--- src/rtl/rob_pkg.sv ---
package rob_pkg;

  typedef enum logic {
    MODE_SPLIT = 1'b0,
    MODE_SOLO  = 1'b1
  } rob_mode_e;

  typedef struct packed {
    logic busy;
    logic done;
  } rob_flag_t;

endpackage

--- src/rtl/rob_thread_ctl.sv ---
module rob_thread_ctl #(
  parameter int DEPTH = 32,
  parameter int IDX_W = $clog2(DEPTH),
  parameter int CNT_W = $clog2(DEPTH + 1)
) (
  input  logic             clk,
  input  logic             rst_n,
  input  logic             clr,
  input  logic [CNT_W-1:0] limit,
  input  logic [IDX_W-1:0] base,
  input  logic             push,
  input  logic             pop,
  output logic [IDX_W-1:0] head_idx,
  output logic [IDX_W-1:0] tail_idx,
  output logic [CNT_W-1:0] count,
  output logic             full
);

  logic [IDX_W-1:0] head_q, head_d, tail_q, tail_d;
  logic [CNT_W-1:0] cnt_q, cnt_d;
  logic             upd;

  function automatic logic [IDX_W-1:0] step_off(input logic [IDX_W-1:0] off,
                                                input logic [CNT_W-1:0] lim);
    if (CNT_W'(off) == lim - 1'b1) return '0;
    return off + 1'b1;
  endfunction

  always_comb begin
    head_d = head_q;
    tail_d = tail_q;
    cnt_d  = cnt_q;
    upd    = clr | push | pop;
    if (clr) begin
      head_d = '0;
      tail_d = '0;
      cnt_d  = '0;
    end else begin
      if (push) tail_d = step_off(tail_q, limit);
      if (pop)  head_d = step_off(head_q, limit);
      case ({push, pop})
        2'b10:   cnt_d = cnt_q + 1'b1;
        2'b01:   cnt_d = cnt_q - 1'b1;
        default: cnt_d = cnt_q;
      endcase
    end
  end

  always_ff @(posedge clk or negedge rst_n) begin
    if (!rst_n) begin
      head_q <= '0;
      tail_q <= '0;
      cnt_q  <= '0;
    end else if (upd) begin
      head_q <= head_d;
      tail_q <= tail_d;
      cnt_q  <= cnt_d;
    end
  end

  assign head_idx = base + head_q;
  assign tail_idx = base + tail_q;
  assign count    = cnt_q;
  assign full     = (cnt_q == limit);

endmodule

--- src/rtl/rob_entry_array.sv ---
module rob_entry_array
  import rob_pkg::*;
#(
  parameter int DEPTH = 32,
  parameter int TAG_W = 8,
  parameter int IDX_W = $clog2(DEPTH)
) (
  input  logic             clk,
  input  logic             rst_n,
  input  logic             wr_en,
  input  logic [IDX_W-1:0] wr_idx,
  input  logic [TAG_W-1:0] wr_tag,
  input  logic             mark_en,
  input  logic [IDX_W-1:0] mark_idx,
  input  logic [1:0]       rel_en,
  input  logic [IDX_W-1:0] rel_idx0,
  input  logic [IDX_W-1:0] rel_idx1,
  input  logic [IDX_W-1:0] rd_idx0,
  input  logic [IDX_W-1:0] rd_idx1,
  output logic [TAG_W-1:0] rd_tag0,
  output logic [TAG_W-1:0] rd_tag1,
  output logic [DEPTH-1:0] done_vec
);

  logic [TAG_W-1:0] tag_mem [DEPTH];

  always_ff @(posedge clk) begin
    if (wr_en) tag_mem[wr_idx] <= wr_tag;
  end

  assign rd_tag0 = tag_mem[rd_idx0];
  assign rd_tag1 = tag_mem[rd_idx1];

  for (genvar e = 0; e < DEPTH; e++) begin : g_entry
    rob_flag_t flag_q, flag_d;
    logic      hit_wr, hit_mark, hit_rel;

    always_comb begin
      hit_wr   = wr_en   && (wr_idx   == IDX_W'(e));
      hit_mark = mark_en && (mark_idx == IDX_W'(e));
      hit_rel  = (rel_en[0] && (rel_idx0 == IDX_W'(e))) ||
                 (rel_en[1] && (rel_idx1 == IDX_W'(e)));
      flag_d = flag_q;
      if (hit_mark && flag_q.busy) flag_d.done = 1'b1;
      if (hit_wr) begin
        flag_d.busy = 1'b1;
        flag_d.done = 1'b0;
      end
      if (hit_rel) flag_d = '0;
    end

    always_ff @(posedge clk or negedge rst_n) begin
      if (!rst_n)                          flag_q <= '0;
      else if (hit_wr | hit_mark | hit_rel) flag_q <= flag_d;
    end

    assign done_vec[e] = flag_q.done;
  end

endmodule

--- src/rtl/dual_thread_rob.sv ---
module dual_thread_rob
  import rob_pkg::*;
#(
  parameter int DEPTH = 32,
  parameter int TAG_W = 8,
  localparam int HALF  = DEPTH / 2,
  localparam int IDX_W = $clog2(DEPTH),
  localparam int CNT_W = $clog2(DEPTH + 1)
) (
  input  logic             clk,
  input  logic             rst_n,
  input  logic             solo_mode,
  input  logic             disp_valid,
  input  logic             disp_tid,
  input  logic [TAG_W-1:0] disp_tag,
  output logic             disp_ack,
  output logic [IDX_W-1:0] disp_idx,
  input  logic             wb_valid,
  input  logic             wb_tid,
  input  logic [IDX_W-1:0] wb_idx,
  output logic [1:0]       full,
  output logic [1:0]       cmt_valid,
  output logic [TAG_W-1:0] cmt_tag0,
  output logic [TAG_W-1:0] cmt_tag1
);

  rob_mode_e        mode_q, mode_d;
  logic             mode_upd, all_empty;
  logic [CNT_W-1:0] cnt      [2];
  logic [IDX_W-1:0] head_idx [2];
  logic [IDX_W-1:0] tail_idx [2];
  logic [CNT_W-1:0] limit    [2];
  logic [IDX_W-1:0] base     [2];
  logic [1:0]       ctl_full, push, pop;
  logic [DEPTH-1:0] done_vec;
  logic             owner_ok, mark_en;
  logic [CNT_W-1:0] cnt_t0, cnt_t1;

  assign cnt_t0 = cnt[0];
  assign cnt_t1 = cnt[1];

  always_comb begin
    all_empty = (cnt[0] == '0) && (cnt[1] == '0);
    mode_upd  = all_empty && (rob_mode_e'(solo_mode) != mode_q);
    mode_d    = mode_upd ? rob_mode_e'(solo_mode) : mode_q;
  end

  always_ff @(posedge clk or negedge rst_n) begin
    if (!rst_n)        mode_q <= MODE_SPLIT;
    else if (mode_upd) mode_q <= mode_d;
  end

  always_comb begin
    limit[0] = (mode_q == MODE_SOLO) ? CNT_W'(DEPTH) : CNT_W'(HALF);
    limit[1] = CNT_W'(HALF);
    base[0]  = '0;
    base[1]  = IDX_W'(HALF);
    full[0]  = ctl_full[0];
    full[1]  = (mode_q == MODE_SOLO) | ctl_full[1];
    disp_ack = disp_valid && !mode_upd && !full[disp_tid];
    disp_idx = tail_idx[disp_tid];
    push[0]  = disp_ack && (disp_tid == 1'b0);
    push[1]  = disp_ack && (disp_tid == 1'b1);
    pop[0]   = (cnt[0] != '0) && done_vec[head_idx[0]];
    pop[1]   = (cnt[1] != '0) && done_vec[head_idx[1]];
    cmt_valid = pop;
    owner_ok = (mode_q == MODE_SOLO) ? (wb_tid == 1'b0)
                                     : (wb_idx[IDX_W-1] == wb_tid);
    mark_en  = wb_valid && owner_ok;
  end

  for (genvar t = 0; t < 2; t++) begin : g_thread
    rob_thread_ctl #(
      .DEPTH (DEPTH),
      .IDX_W (IDX_W),
      .CNT_W (CNT_W)
    ) u_ctl (
      .clk      (clk),
      .rst_n    (rst_n),
      .clr      (mode_upd),
      .limit    (limit[t]),
      .base     (base[t]),
      .push     (push[t]),
      .pop      (pop[t]),
      .head_idx (head_idx[t]),
      .tail_idx (tail_idx[t]),
      .count    (cnt[t]),
      .full     (ctl_full[t])
    );
  end

  rob_entry_array #(
    .DEPTH (DEPTH),
    .TAG_W (TAG_W),
    .IDX_W (IDX_W)
  ) u_array (
    .clk      (clk),
    .rst_n    (rst_n),
    .wr_en    (disp_ack),
    .wr_idx   (disp_idx),
    .wr_tag   (disp_tag),
    .mark_en  (mark_en),
    .mark_idx (wb_idx),
    .rel_en   (pop),
    .rel_idx0 (head_idx[0]),
    .rel_idx1 (head_idx[1]),
    .rd_idx0  (head_idx[0]),
    .rd_idx1  (head_idx[1]),
    .rd_tag0  (cmt_tag0),
    .rd_tag1  (cmt_tag1),
    .done_vec (done_vec)
  );

endmodule

--- config.mk ---
export PLATFORM = sky130hd
export DESIGN_NAME = dual_thread_rob
export DESIGN_NICKNAME = d
export VERILOG_FILES = /design/src/rtl/rob_pkg.sv /design/src/rtl/rob_thread_ctl.sv /design/src/rtl/rob_entry_array.sv /design/src/rtl/dual_thread_rob.sv
export SDC_FILE = /design/constraint.sdc
export NUM_CORES = 1
export LEC_CHECK = 0
export BUFFER_PORTS_ARGS = -buffer_cell sky130_fd_sc_hd__buf_4
export CORE_MARGIN = 2
export CORE_UTILIZATION = 50
export DETAILED_ROUTE_END_ITERATION = 16
export PLACE_DENSITY = 0.63
export SLEW_MARGIN = 25
export SYNTH_ARGS = -nofsm -noshare
export SYNTH_HDL_FRONTEND = slang
export SYNTH_HIERARCHICAL = 1
export SYNTH_SLANG_ARGS = --single-unit
--- constraint.sdc ---
create_clock -name clk -period 5.45 [get_ports clk]
set_clock_uncertainty 0.2 [all_clocks]
set_input_delay 1.09 -clock clk [delete_from_list [all_inputs] [get_ports clk]]
set_output_delay 1.09 -clock clk [all_outputs]
set_load 0.02 [all_outputs]
Word-level counts from Yosys, hierarchy flattened
Memory sizes are Yosys's and may differ from the RTL's. Cells that the tools add are included.

Add/subtract/negate cells: 11. Multipliers: 0. Div/mod/pow operators: 0. Order comparisons: 4. Equal/unequal tests: 136. Shifts and indexed selects: 0. Multiplexer cells: 141. Bitwise gates (word level): 72. Reductions and logical operators: 351.

Operators by type and width (number): equality test 5 bit (second input constant) (64); equality test 5 x 4 -> 1 bit (second input constant) (34); logical AND 1 bit (169); AND reduction 2 bit (70); 2-to-1 mux 2 bit (64); nonzero test 3 bit (34); 2-to-1 mux 5 bit (19); equality test 5 x 3 -> 1 bit (second input constant) (16); nonzero test 2 bit (36); OR 1 bit (69); 2-to-1 mux 1 bit (51); equality test 5 x 2 -> 1 bit (second input constant) (8); logical OR 1 bit (32); one-hot mux 6 bit (2 select lines) (2); adder 5 x 1 -> 5 bit (second input constant) (4); equality test 5 x 1 -> 1 bit (second input constant) (4); zero test 5 bit (4); 2-to-1 mux 6 bit (3); subtractor 6 x 1 -> 6 bit (second input constant) (3); adder 6 x 1 -> 6 bit (second input constant) (2); equality test 5 x 6 -> 1 bit (2); zero test 6 bit (2); less-than comparator 5 x 6 -> 1 bit (second input constant) (2); nonzero test 6 bit (2); other kinds (13) (19).

Register bits: 97. Latch bits: 0. Bits in writable memories: 256. Memory bits (read-only): 0. Input port bits: 20. Memories: 1.

Memory list: u_array.tag_mem (words 32, width 8, read ports 2, clocked after memory_dff 0, write ports 1, line rob_entry_array.sv:25) `logic [TAG_W-1:0] tag_mem [DEPTH];`.

Depth between registers and ports, before layout
Depth in word-level cells: 12. Mapped depth: 18. Gate-level depth less buffers: 17.

By module
The synthesis kept the hierarchy.

By module, submodules not included: rob_entry_array (times used 1, cells each 788, area each 15051.9 sq um); rob_thread_ctl (times used 2, cells each 184, area each 1645.3 sq um); dual_thread_rob (times used 1, cells each 76, area each 873.3 sq um).

Worst setup path before layout
OpenSTA, ideal clock, no wires.

Path type: register to register. From: register g_thread[1].u_ctl.head_q[1]. To: register g_thread[1].u_ctl.cnt_q[2]. Library setup time: 0.132 ns. Data arrival time: 4.327 ns. Path slack: 0.791 ns. Stages on the path, launching flop included: 15. Buffers on the path: 1. Period minus slack after synthesis: 4.659 ns. Path through: dfrtp_1 -> fa_1 -> buf_6 -> mux4_2 -> mux2i_1 -> or2_2 -> a311oi_1 -> nand2_1 -> inv_2 -> xor2_1 -> ha_1 -> or2_2 -> o2bb2a_1 -> xor2_1 -> nor2_1.

RTL lines: from (decl) (line rob_thread_ctl.sv:19) `logic [IDX_W-1:0] head_q, head_d, tail_q, tail_d;`; from (signal assigned) (line rob_thread_ctl.sv:51) `head_q <= '0;`; from (signal assigned) (line rob_thread_ctl.sv:55) `head_q <= head_d;`; to (signal assigned) (line rob_thread_ctl.sv:57) `cnt_q <= cnt_d;`; to (decl) (line rob_thread_ctl.sv:20) `logic [CNT_W-1:0] cnt_q, cnt_d;`.

==> impl_metrics.csv <==
group,metric,value,unit
clock_network,numCtsBuffers,40,
sta,grt_setup_unrepaired,"no",
setup_path,critPathLaunchType,"flip-flop",
min_path,holdPathStages,1,
setup_path,crit_fanout,22,
sta,layout_min_cycle_time,5.153,ns
synthesis,synth_area_leaders,"edfxtp_1 (40%), mux4_2 (19%), dfrtp_1 (13%)",
clock_network,cts_buffer_depth,3,
sta,hold_violations,0,
finish,layout_commonest_cell,"edfxtp_1",
grt,grt_pass1_vias,11959,
grt,antenna_found_initial,0,
routing,vias,11776,
routing,drt_iter0_markers,992,
synthesis,synth.distinct_cells,70,
clock_network,cts_tree,"done",
synthesis,synth_top_area_cell,"edfxtp_1",
grt,grtUsageTotal,0.2650,
status,outcome,"finished, final reports clean",
finish,mostFrequentLayoutCells,"edfxtp_1 (256), mux4_2 (160), dfrtp_1 (97)",
finish,syn2layout_area_growth,12.81,%
die,start_util,0.5090,
min_path,min_path_type,"reg -> reg",
clock_network,clock-root-buffer,"clkbuf_16",
placement,gp_congestion,0.8358,
synthesis,synthArstFlopShare,0.2748,
placement,place_area,20360,um^2
routing,drt-pass1-iter-count,5,
placement,pre_cts_slack,0.9019,ns
sta,fmax,194.1,MHz
die,die_area,40020,um^2
finish,fin_area,21680,um^2
routing,wirelength,50240,um
grt,grt_max_degree,59,
setup_path,rr_worst_depth,15,
setup_path,cp.arrival,3.86,ns
die,die_w,200.0,um
synthesis,ys_seq_area_frac,0.5264,
sta,fin_crit_sh,0.9455,
clock_network,path_clk_slew,0.06,ns
sta,setup_ws,0.2971,ns
setup_path,cp_data_required_time,4.16,ns
synthesis,synth-seq-cells,353,
routing,vias_per_cell,6.321,
setup_path,end_kind,"output pin",
clock_network,cts.repair.resized,0,
power,peakVddDrop,364.4,uV
routing,routedWlPerCell,26.97,um
synthesis,yosys.area.top_type_share,0.4001,
sta,setup-violations-final,0,
setup_path,path_class,"reg -> out",
sta,finalSetupTns,0,ns
routing,drc,0,
placement,io_buffers,45,
clock_network,ctsHoldBuffers,0,
sta,worstMarginPinSlew,1.033,ns
power,p_leak,7.729,nW
synthesis,syn_avg_cell_area,15.60,um^2
clock_network,postCtsSetupBuffers,0,
power,powerDensity,617.4,nW/um^2
clock_network,cts.sinks,353,
die,num_rows,71,
job,maxCapViolCount,0,
finish,n_antenna_cell,0,
clock_network,clock_latency,0.58,ns
die,core_area,37760,um^2
power,power,13.38,mW
sta,finalMaxSlewViolations,0,
die,io_pins,46,
clock_network,htree_levels,2,
finish,drive_above_1_share,0.3018,
synthesis,synth_edf_count,256,
die,die-height,200.0,um
grt,grt_overflow,0,
synthesis,ys_warn_count,6,
sta,relSlewSlack,0.3100,
grt,grt_pass1_wl,76170,um
synthesis,synthFlopType,"edfxtp_1",
finish,nets,1374,
placement,dp_hpwl,32610,um
synthesis,synth_area,19220,um^2
sta,fin_hold_ws,0.2903,ns
synthesis,synthCells,1232,
routing,ant_nets,0,
-- flip-flops by register name, indices dropped and copies added (netlist names) --
register                count
g_thread.u_ctl/count       12
g_thread.u_ctl/head_q      10
g_thread.u_ctl/tail_q      10
mode_q                      1
u_array/done_vec           32
u_array/g_entry.flag_q     32
u_array/tag_mem           256
-- metrics by stage --
| stage | util | cells |
|---|---|---|
| after floorplan | - | 1282 |
| after global placement | 0.5387 | 1791 |
| after detailed placement | 0.5392 | 1791 |
| after CTS | 0.5742 | 1863 |
| after global routing | 0.5742 | 1863 |
| final | 0.5742 | 1863 |
-- worst max-delay path, cell delays in order (launching register included) --
cell	delay, ns
dfrtp_1	0.49
ha_1	0.29
xor2_4	0.78
buf_4	0.36
mux4_2	0.34
mux4_2	0.53
mux2_2	0.33
buf_4	0.17
-- cell families after synthesis --
logic type / share of synthesized area
flops: 0.5264
simple gates: 0.08250
mux: 0.2277
compound gates: 0.07117
buf+inv: 0.03698
xor+xnor: 0.03249
fa+ha+maj: 0.02240
other cells: 0.0003908
-- final timing paths --
check	startpoint	end	slack, ns
min in group asynchronous	rst_n	mode_q$_DFFE_PN0P_	0.40
worst min register to register	u_array/g_entry[29].flag_q[1]$_DFFE_PN0P_	u_array/g_entry[29].flag_q[1]$_DFFE_PN0P_	0.29
worst min-delay path	u_array/g_entry[29].flag_q[1]$_DFFE_PN0P_	u_array/g_entry[29].flag_q[1]$_DFFE_PN0P_	0.29
max in group asynchronous	rst_n	u_array/g_entry[23].flag_q[1]$_DFFE_PN0P_	3.60
worst max register to register	g_thread[0].u_ctl/head_q[2]$_DFFE_PN0P_	g_thread[0].u_ctl/count[5]$_DFFE_PN0P_	0.92
worst max-delay path	g_thread[1].u_ctl/head_q[2]$_DFFE_PN0P_	cmt_tag1[4]	0.30
-- area by class of cell --
type                    instances  area, um^2
clock inverters                21       257.7
well taps                     511       639.4
multi-input cells             807        8710
clock buffers                  51        1062
fillers                      2950       16080
flip-flops and latches        353       10110
inverters                      22       82.58
repair buffers                 98       810.8
-- cells in the mapped netlist, types with 7 or more instances --
cell,count
nand4_1,8
buf_6,8
o21ai_0,19
nand2b_1,10
xnor2_1,33
buf_4,49
nor2_1,68
and3_1,11
a31oi_1,34
mux4_1,14
o21ba_2,9
ha_1,28
o22ai_1,10
a21oi_1,16
a21o_1,8
nand3b_1,7
xor2_1,32
nor3_1,22
mux4_2,160
or2_2,11
nand4b_1,10
clkbuf_1,19
inv_1,20
edfxtp_1,256
dfrtp_1,97
nor3b_1,26
mux2i_1,10
o21a_1,28
buf_1,17
mux2_2,27
nor2b_1,7
nand3_1,15
o22a_1,23
nand2_1,28
-- routing by layer --
metal | track usage | share of wire | up-vias
met5 | 0 | 0 | -
met4 | 0.08011 | 0.029 | 0
met3 | 0.05292 | 0.077 | 91
met2 | 0.4236 | 0.48 | 449
met1 | 0.3712 | 0.42 | 6134
li1 | - | - | 5102
-- report_power, final --
| part | leakage, nW | switching [mW] | internal (mW) |
|---|---|---|---|
| Combinational | 3.53 | 3.66 | 3.45 |
| Clock | 0.646 | 1.10 | 1.63 |
| Sequential | 3.55 | 0.296 | 3.24 |
| Total | 7.73 | 5.06 | 8.32 |
Power figures use the tool's default switching activity.
